`config.mk`:
```
export PLATFORM = sky130hd
export DESIGN_NAME = nlz_norm_unit
export DESIGN_NICKNAME = d
export VERILOG_FILES = /design/src/rtl/nlz_pkg.sv /design/src/rtl/nlz_lzc.sv /design/src/rtl/nlz_ctrl.sv /design/src/rtl/nlz_datapath.sv /design/src/rtl/nlz_norm_unit.sv
export SDC_FILE = /design/constraint.sdc
export NUM_CORES = 1
export LEC_CHECK = 0
export BUFFER_PORTS_ARGS = -buffer_cell sky130_fd_sc_hd__buf_2
export CAP_MARGIN = 30
export CORE_ASPECT_RATIO = 0.6
export CORE_MARGIN = 4
export CORE_UTILIZATION = 58
export DETAILED_ROUTE_END_ITERATION = 8
export HOLD_SLACK_MARGIN = 0.06
export PLACE_DENSITY_LB_ADDON = 0.2
export SLEW_MARGIN = 20
export SYNTH_ARGS = -nofsm -noshare
export SYNTH_HDL_FRONTEND = slang
export SYNTH_SLANG_ARGS = --single-unit
```
`constraint.sdc`:
```
create_clock -name clk -period 4.7 [get_ports clk]
set_input_delay 0.47 -clock clk [delete_from_list [all_inputs] [get_ports clk]]
set_output_delay 0.47 -clock clk [all_outputs]
set_load 0.005 [all_outputs]
```
`src/rtl/nlz_pkg.sv`:
```
package nlz_pkg;
  localparam int unsigned WORD_W = 16;
  localparam int unsigned SCALE_W = 8;
  localparam logic [7:0] OPCODE_HI = 8'hD3;

  typedef struct packed {
    logic loadOp;
    logic commitAD;
    logic commitT;
  } nlzStrobe_t;
endpackage

```
`src/rtl/nlz_lzc.sv`:
```
module nlz_lzc #(
  parameter int unsigned WIDTH = 16,
  localparam int unsigned CNT_W = $clog2(WIDTH)
) (
  input  logic [WIDTH-1:0] value,
  output logic [CNT_W-1:0] zeroCount
);
  always_comb begin
    zeroCount = '0;
    for (int i = 0; i < WIDTH; i++) begin
      if (value[i]) begin
        zeroCount = CNT_W'(WIDTH - 1 - i);
      end
    end
  end
endmodule

```
`src/rtl/nlz_ctrl.sv`:
```
module nlz_ctrl
  import nlz_pkg::*;
(
  input  logic       clk,
  input  logic       rstN,
  input  logic       start,
  input  logic [7:0] opHigh,
  input  logic       fmt48,
  output nlzStrobe_t strobes,
  output logic       tWe,
  output logic       aWe,
  output logic       dWe,
  output logic       done
);
  logic accept;
  logic stageValid;
  logic stageFmt48;

  assign accept = start && (opHigh == OPCODE_HI);

  always_ff @(posedge clk or negedge rstN) begin
    if (!rstN) begin
      stageValid <= 1'b0;
      stageFmt48 <= 1'b0;
    end else begin
      stageValid <= accept;
      if (accept) stageFmt48 <= fmt48;
    end
  end

  always_comb begin
    strobes.loadOp   = accept;
    strobes.commitAD = stageValid;
    strobes.commitT  = stageValid && stageFmt48;
  end

  always_ff @(posedge clk or negedge rstN) begin
    if (!rstN) begin
      done <= 1'b0;
      tWe  <= 1'b0;
      aWe  <= 1'b0;
      dWe  <= 1'b0;
    end else begin
      done <= stageValid;
      aWe  <= stageValid;
      dWe  <= stageValid;
      tWe  <= stageValid && stageFmt48;
    end
  end
endmodule

```
`src/rtl/nlz_datapath.sv`:
```
module nlz_datapath
  import nlz_pkg::*;
#(
  parameter int unsigned EXP_BIAS = 16384,
  localparam int unsigned EXP_W = WORD_W - 1,
  localparam int unsigned CNT_W = $clog2(WORD_W)
) (
  input  logic               clk,
  input  logic               rstN,
  input  nlzStrobe_t         strobes,
  input  logic [WORD_W-1:0]  operand,
  input  logic [SCALE_W-1:0] scale,
  output logic [WORD_W-1:0]  tReg,
  output logic [WORD_W-1:0]  aReg,
  output logic [WORD_W-1:0]  dReg
);
  logic               negQ;
  logic [WORD_W-1:0]  magQ;
  logic [SCALE_W-1:0] scaleQ;
  logic [WORD_W-1:0]  magIn;
  logic [CNT_W-1:0]   lzCount;
  logic [WORD_W-1:0]  mantissa;
  logic [EXP_W-1:0]   scaleExt;
  logic [EXP_W-1:0]   expField;
  logic               isZero;

  // two's complement to sign-magnitude; -32768 maps to 0x8000 unsigned
  assign magIn = operand[WORD_W-1] ? (~operand + 1'b1) : operand;

  always_ff @(posedge clk or negedge rstN) begin
    if (!rstN) begin
      negQ   <= 1'b0;
      magQ   <= '0;
      scaleQ <= '0;
    end else if (strobes.loadOp) begin
      negQ   <= operand[WORD_W-1];
      magQ   <= magIn;
      scaleQ <= scale;
    end
  end

  nlz_lzc #(.WIDTH(WORD_W)) u_lzc (
    .value(magQ),
    .zeroCount(lzCount)
  );

  assign isZero   = (magQ == '0);
  assign mantissa = magQ << lzCount;
  assign scaleExt = {{(EXP_W-SCALE_W){scaleQ[SCALE_W-1]}}, scaleQ};
  assign expField = scaleExt - EXP_W'(lzCount) + EXP_W'(EXP_BIAS);

  always_ff @(posedge clk or negedge rstN) begin
    if (!rstN) begin
      tReg <= '0;
      aReg <= '0;
      dReg <= '0;
    end else begin
      if (strobes.commitAD) begin
        aReg <= isZero ? '0 : mantissa;
        dReg <= '0;
      end
      if (strobes.commitT) begin
        tReg <= isZero ? '0 : {negQ, expField};
      end
    end
  end
endmodule

```
`src/rtl/nlz_norm_unit.sv`:
```
module nlz_norm_unit
  import nlz_pkg::*;
#(
  parameter int unsigned EXP_BIAS = 16384
) (
  input  logic        clk,
  input  logic        rstN,
  input  logic        start,
  input  logic [15:0] instr,
  input  logic [15:0] operand,
  input  logic        fmt48,
  output logic [15:0] tReg,
  output logic [15:0] aReg,
  output logic [15:0] dReg,
  output logic        tWe,
  output logic        aWe,
  output logic        dWe,
  output logic        done
);
  nlzStrobe_t strobes;

  nlz_ctrl u_ctrl (
    .clk(clk),
    .rstN(rstN),
    .start(start),
    .opHigh(instr[15:8]),
    .fmt48(fmt48),
    .strobes(strobes),
    .tWe(tWe),
    .aWe(aWe),
    .dWe(dWe),
    .done(done)
  );

  nlz_datapath #(.EXP_BIAS(EXP_BIAS)) u_dp (
    .clk(clk),
    .rstN(rstN),
    .strobes(strobes),
    .operand(operand),
    .scale(instr[7:0]),
    .tReg(tReg),
    .aReg(aReg),
    .dReg(dReg)
  );
endmodule

```
* After elaboration in Yosys (flattened, before gate mapping) *
Cells that the tools add are included.

word-level totals
  register bits = 61
  bits of input ports = 36
  output and inout bits = 52
  word-level logic and storage cells = 37

operators by class
  add/sub/neg operators = 3
  equality and inequality tests = 1
  shift operators = 1
  mux-type cells = 19
  bitwise operators = 1
  reductions and logical operators = 3

operators with widths
  operator                count
  $mux 4                  16
  $mux 16                 3
  $add 16x1->16 const B   1
  $logic_not 16->1        1
  $not 16->16             1
  $shl 16x4->16           1
  $add 15x15->15 const B  1
  $sub 8x5->9             1
  $eq 8x8->1 const B      1
  $logic_and 1x1->1       2

* Logic depth before layout (Yosys ltp) *
  word-level depth = 19
  depth in mapped cells = 14
  mapped depth without buffers = 13

* Modules after synthesis *
Synthesis repeated with hierarchy kept, for this count alone.

unflattened totals
  cells, all modules = 347
  area total of the unflattened synthesis = 3,636.0 sq um

modules (own cells, without submodules)
  module        times used  cells an instance  area an instance (sq um)  seq. area each (sq um)
  nlz_datapath  1           303                3,283.1                   1,301.2
  nlz_lzc       1           31                 178.9                     0.0
  nlz_ctrl      1           13                 173.9                     100.1

* Worst setup path after synthesis *
No wires, ideal clock.

  kind = flip-flop to flip-flop
  start = register u_dp.magQ[13]
  end = register u_dp.tReg[14]
  library setup time = 0.121 ns
  arrival time = 2.965 ns
  data required time = 4.579 ns
  setup slack = 1.614 ns
  cell stages (with the launch flop) = 15
  buffers on the path = 1
  period minus slack after synthesis = 3.086 ns
  path through = dfrtp_1 > buf_6 > or3_4 > or3_4 > a21oi_4 > nor2_4 > inv_1 > ha_1 > inv_1 > fa_1 > a21o_1 > a21o_1 > nor3_1 > a21oi_1 > a22o_1

on the way
  word-level cells in the longest chain between the ends = 6
  elaborated cells on any way between the ends = 7
  those cells by class = add/sub (2); mux (4); reduce/logical (1)

ends and longest elaborated chain
  element                   RTL line            RTL
  start: declaration        nlz_datapath.sv:18  logic [WORD_W-1:0] magQ;
  start signal: assignment  nlz_datapath.sv:37  magQ <= magIn;
  $mux 4 (3 in series)      nlz_lzc.sv:11       if (value[i]) begin
  $sub 8x5->9               nlz_datapath.sv:50  assign expField = scaleExt - EXP_W'(lzCount) + EXP_W'(EXP_BIAS);
  $add 15x15->15            nlz_datapath.sv:50
  $mux 16 *                 nlz_datapath.sv:63  tReg <= isZero ? '0 : {negQ, expField};
  end signal: assignment    nlz_datapath.sv:63
  end: declaration          nlz_datapath.sv:13  output logic [WORD_W-1:0] tReg,

Every way passes the cells marked *; elsewhere a longest branch is shown, timed or not.
A chain may end at the register's enable or synchronous reset.

* Worst setup path after layout *
  start = register u_dp.magQ[9]
  end = register u_dp.tReg[7]

on the way
  word-level cells in the longest chain between the ends = 10
  elaborated cells on any way between the ends = 11
  those cells by class = add/sub (2); mux (8); reduce/logical (1)

ends and longest elaborated chain
  element               RTL line
  $mux 4 (7 in series)  nlz_lzc.sv:11
  $sub 8x5->9           nlz_datapath.sv:50
  $add 15x15->15        nlz_datapath.sv:50
  $mux 16 *             nlz_datapath.sv:63

Marked as above.

==> flow_summary.json <==
{
  "vias": 3177,
  "cts_made_buffers": 5,
  "num_io_pins": 88,
  "drt_iter0_drc": 333,
  "gp_congestion": 0.994,
  "worst_slack_ps": 777,
  "reg2reg_from": "u_dp.magQ[9]",
  "io_buffer_count": 71,
  "stdcell_count": 533,
  "p_switching_uw": 322,
  "post_drt_via_cell_ratio": 5.96,
  "critical_path.startpoint_type": "register",
  "postSynthAreaPerCell_um2": 9.17,
  "worstMarginPinSlew_ps": 780,
  "setup-violations-final": 0,
  "syn_inst": 395,
  "powerDensity_nw_per_um2": 267,
  "leakage_uw": 0.00198,
  "floorplan.core_area_um2": 5810,
  "number_of_iterations_in_the_first_detailed_routing_pass": 6,
  "holdCritPathClass": "primary input to asynchronous set/reset pin",
  "seq_cells_post_synth": 56,
  "place_inst": 525,
  "antennaDiodeCount": 0,
  "grt_pass1_wl_um": 14100,
  "layout-drive-gt1-share_pct": 24.3,
  "fin_crit_ps": 3920,
  "arrival_ps": 4110,
  "grt_setup_unrepaired": "no",
  "skew_ps": 7.85,
  "status": "finished, final reports clean",
  "number_of_nets_at_the_end_of_the_flow": 494,
  "sw_frac_of_total_pct": 30.1,
  "ys_top_cells_by_area": "sky130_fd_sc_hd__dfrtp_1 39%, sky130_fd_sc_hd__buf_4 5.0%, sky130_fd_sc_hd__nor2_1 4.5%, sky130_fd_sc_hd__nand2_1 3.9%, sky130_fd_sc_hd__a21oi_1 3.5%",
  "place_hpwl_um": 6840,
  "synth-main-ff-cell": "sky130_fd_sc_hd__dfrtp_1",
  "max_cap_viols": 0,
  "report.final.slew_viol_count": 0,
  "clk_latency_ps": 320,
  "cts.reportedPaths.clkPinSlew_ps": 100,
  "synthesis.yosys.warnings": 0,
  "synth_area_um2": 3620,
  "synth_edf_count": 0,
  "finalSetupTns_ps": 0,
  "htree_num_levels": 2,
  "timing.max_slew.rel_slack_pct": 48.0,
  "cellInternalPower_uw": 748,
  "end_kind": "register",
  "postLayoutCoreUtil_pct": 68.9,
  "post_cts_resize_count": 0,
  "drcViolationCount": 0,
  "power.combinational.fraction_pct": 19.8,
  "clock-root-buffer": "sky130_fd_sc_hd__clkbuf_8",
  "grt_start_max_net_pins": 57,
  "worstPathMaxFanout": 14,
  "globalRouteTotalUtil_pct": 23.6,
  "floorplan.die.width_um": 110,
  "post-route-period-util_pct": 83.5,
  "ys_async_sr_fraction_pct": 100,
  "final_antenna_net_count": 0,
  "postRouteWirelength_um": 9010,
  "cp.required_ps": 4890,
  "ys_seq_area_share_pct": 38.7,
  "grt_pass1_vias": 2865,
  "ir_drop_uv": 168,
  "synth.lib_cells_used.distinct": 65,
  "timing_worst_setup_path_type": "register to register",
  "critical_path.reg2reg.endpoint": "u_dp.tReg[7]",
  "pre_cts_ws_ps": 938,
  "timing_hold_violations_final": 0,
  "clock_tree.buffer_depth": 2,
  "maxClockFrequency_ghz": 0.255,
  "synth_top_cell_area_share_pct": 38.7,
  "die_h_um": 69.2,
  "synth_largest_area_cell": "sky130_fd_sc_hd__dfrtp_1",
  "cts.repair_timing.setup_buffer_count": 0,
  "wl_per_cell_um": 16.9,
  "r2r_setup_slack_ps": 780,
  "die_outline_area_um2": 7620,
  "tritoncts_num_sinks": 56,
  "remaining_global_route_overflow": 0,
  "crit_start": "u_dp.magQ[9]",
  "power.sequential.fraction_pct": 49.6,
  "power.share.clock_pct": 30.6,
  "std_cell_rows": 21,
  "area_growth_syn_to_layout_pct": 10.4,
  "worst-r2r-cell-count": 12,
  "ctsHoldBuffers": 0,
  "start_util_pct": 62.4,
  "cts_tree": "yes",
  "antenna_found_initial": 0
}
[critical path: stages, from the launching register on]
cell and delay, ps:
sky130_fd_sc_hd__dfrtp_1 450, sky130_fd_sc_hd__nor2_1 160, sky130_fd_sc_hd__nor3_1 60, sky130_fd_sc_hd__o31ai_1 500, sky130_fd_sc_hd__nand2_1 490, sky130_fd_sc_hd__inv_1 620
sky130_fd_sc_hd__ha_1 350, sky130_fd_sc_hd__a21o_1 180, sky130_fd_sc_hd__a21o_1 200, sky130_fd_sc_hd__a211o_1 340, sky130_fd_sc_hd__nor3_1 210, sky130_fd_sc_hd__xnor2_1 140
sky130_fd_sc_hd__o21ai_0 100
[through the flow]
step	hold WS, ps	power [uW]	cell area (um2)
6_report	276	1070	4000
2_1_floorplan	174	685	3680
3_3_place_gp	458	739	3880
4_1_cts	299	1070	4000
3_5_place_dp	471	744	3890
5_1_grt	321	1120	4000
[logic make-up after synthesis]
logic type      count (synthesis)  synth area share (%)
simple gates                  123                  16.0
fa+ha+maj                       6                  2.28
flops                          56                  38.7
mux                            24                  7.70
buf+inv                        59                  9.74
xor+xnor                       19                  4.59
other cells                     1                 0.103
compound gates                107                  20.9
[flip-flops by register name, summed over array words and instances, names as in the netlist]
signal             count
u_ctrl.stageFmt48      1
u_dp.negQ              1
u_dp.magQ             16
u_dp.tReg             11
u_ctrl.stageValid      1
u_ctrl.dWe             1
u_dp.scaleQ            8
u_ctrl.tWe             1
u_dp.aReg             16
[area by class of cell]
cell class	count	area, um2
well taps	80	100
inverters	19	71.3
flip-flops and latches	56	1400
multi-input cells	295	1930
clock inverters	2	38.8
fillers	497	1810
repair buffers	75	383
clock buffers	6	72.6
[power by group through the flow]
| stage | Combinational (uW) | Sequential, uW | Clock [uW] |
|---|---|---|---|
| 2_1_floorplan | 157 | 528 | 0 |
| 4_1_cts | 207 | 530 | 332 |
| 6_report | 211 | 531 | 327 |
| 3_3_place_gp | 202 | 537 | 0 |
| 3_5_place_dp | 205 | 539 | 0 |
| 5_1_grt | 233 | 534 | 355 |
[cells in the final DEF (no fill, tap or decap), types with 6 or more instances in the layout]
master,n
sky130_fd_sc_hd__xor2_1,13
sky130_fd_sc_hd__a21oi_1,25
sky130_fd_sc_hd__mux2_2,10
sky130_fd_sc_hd__o21ai_0,23
sky130_fd_sc_hd__xnor2_1,6
sky130_fd_sc_hd__conb_1,16
sky130_fd_sc_hd__dfrtp_1,56
sky130_fd_sc_hd__nand3_1,8
sky130_fd_sc_hd__nor2_1,43
sky130_fd_sc_hd__mux2i_1,11
sky130_fd_sc_hd__nand2_1,38
sky130_fd_sc_hd__buf_2,72
sky130_fd_sc_hd__nor3_1,9
sky130_fd_sc_hd__inv_1,19
[synthesized netlist by cell type, types with 3 or more instances]
cell,n
sky130_fd_sc_hd__o221ai_1,4
sky130_fd_sc_hd__nor3_1,9
sky130_fd_sc_hd__o21ai_0,23
sky130_fd_sc_hd__mux2_2,10
sky130_fd_sc_hd__inv_1,19
sky130_fd_sc_hd__nand2_1,38
sky130_fd_sc_hd__a21oi_1,25
sky130_fd_sc_hd__a221oi_1,4
sky130_fd_sc_hd__buf_2,5
sky130_fd_sc_hd__nor4_1,5
sky130_fd_sc_hd__a21o_1,5
sky130_fd_sc_hd__nor2_1,43
sky130_fd_sc_hd__a22o_1,5
sky130_fd_sc_hd__clkbuf_1,7
sky130_fd_sc_hd__mux2i_1,11
sky130_fd_sc_hd__nand3_1,8
sky130_fd_sc_hd__o2bb2ai_1,5
sky130_fd_sc_hd__nand4_1,3
sky130_fd_sc_hd__ha_1,5
sky130_fd_sc_hd__buf_4,24
sky130_fd_sc_hd__dfrtp_1,56
sky130_fd_sc_hd__a31oi_1,5
sky130_fd_sc_hd__xor2_1,13
sky130_fd_sc_hd__o31ai_1,5
sky130_fd_sc_hd__xnor2_1,6
[how the worst max path moves through the flow]
stage                          endpoint  slack [ps]  cells past startpoint
after floorplan           u_dp.tReg[14]        1610                     14
after global placement     u_dp.tReg[7]        1150                     12
after detailed placement   u_dp.tReg[7]         940                     12
after CTS                  u_dp.tReg[7]         900                     12
after global routing       u_dp.tReg[7]         640                     12
final                      u_dp.tReg[7]         780                     12
[metal layers]
layer / routed length (um) / GRT usage (%)
met4: 134 / 4.84
met3: 839 / 6.79
met5: 0 / 0
met2: 3910 / 34.5
met1: 4120 / 34.8
No activity file was read; power rests on OpenSTA's default activity.
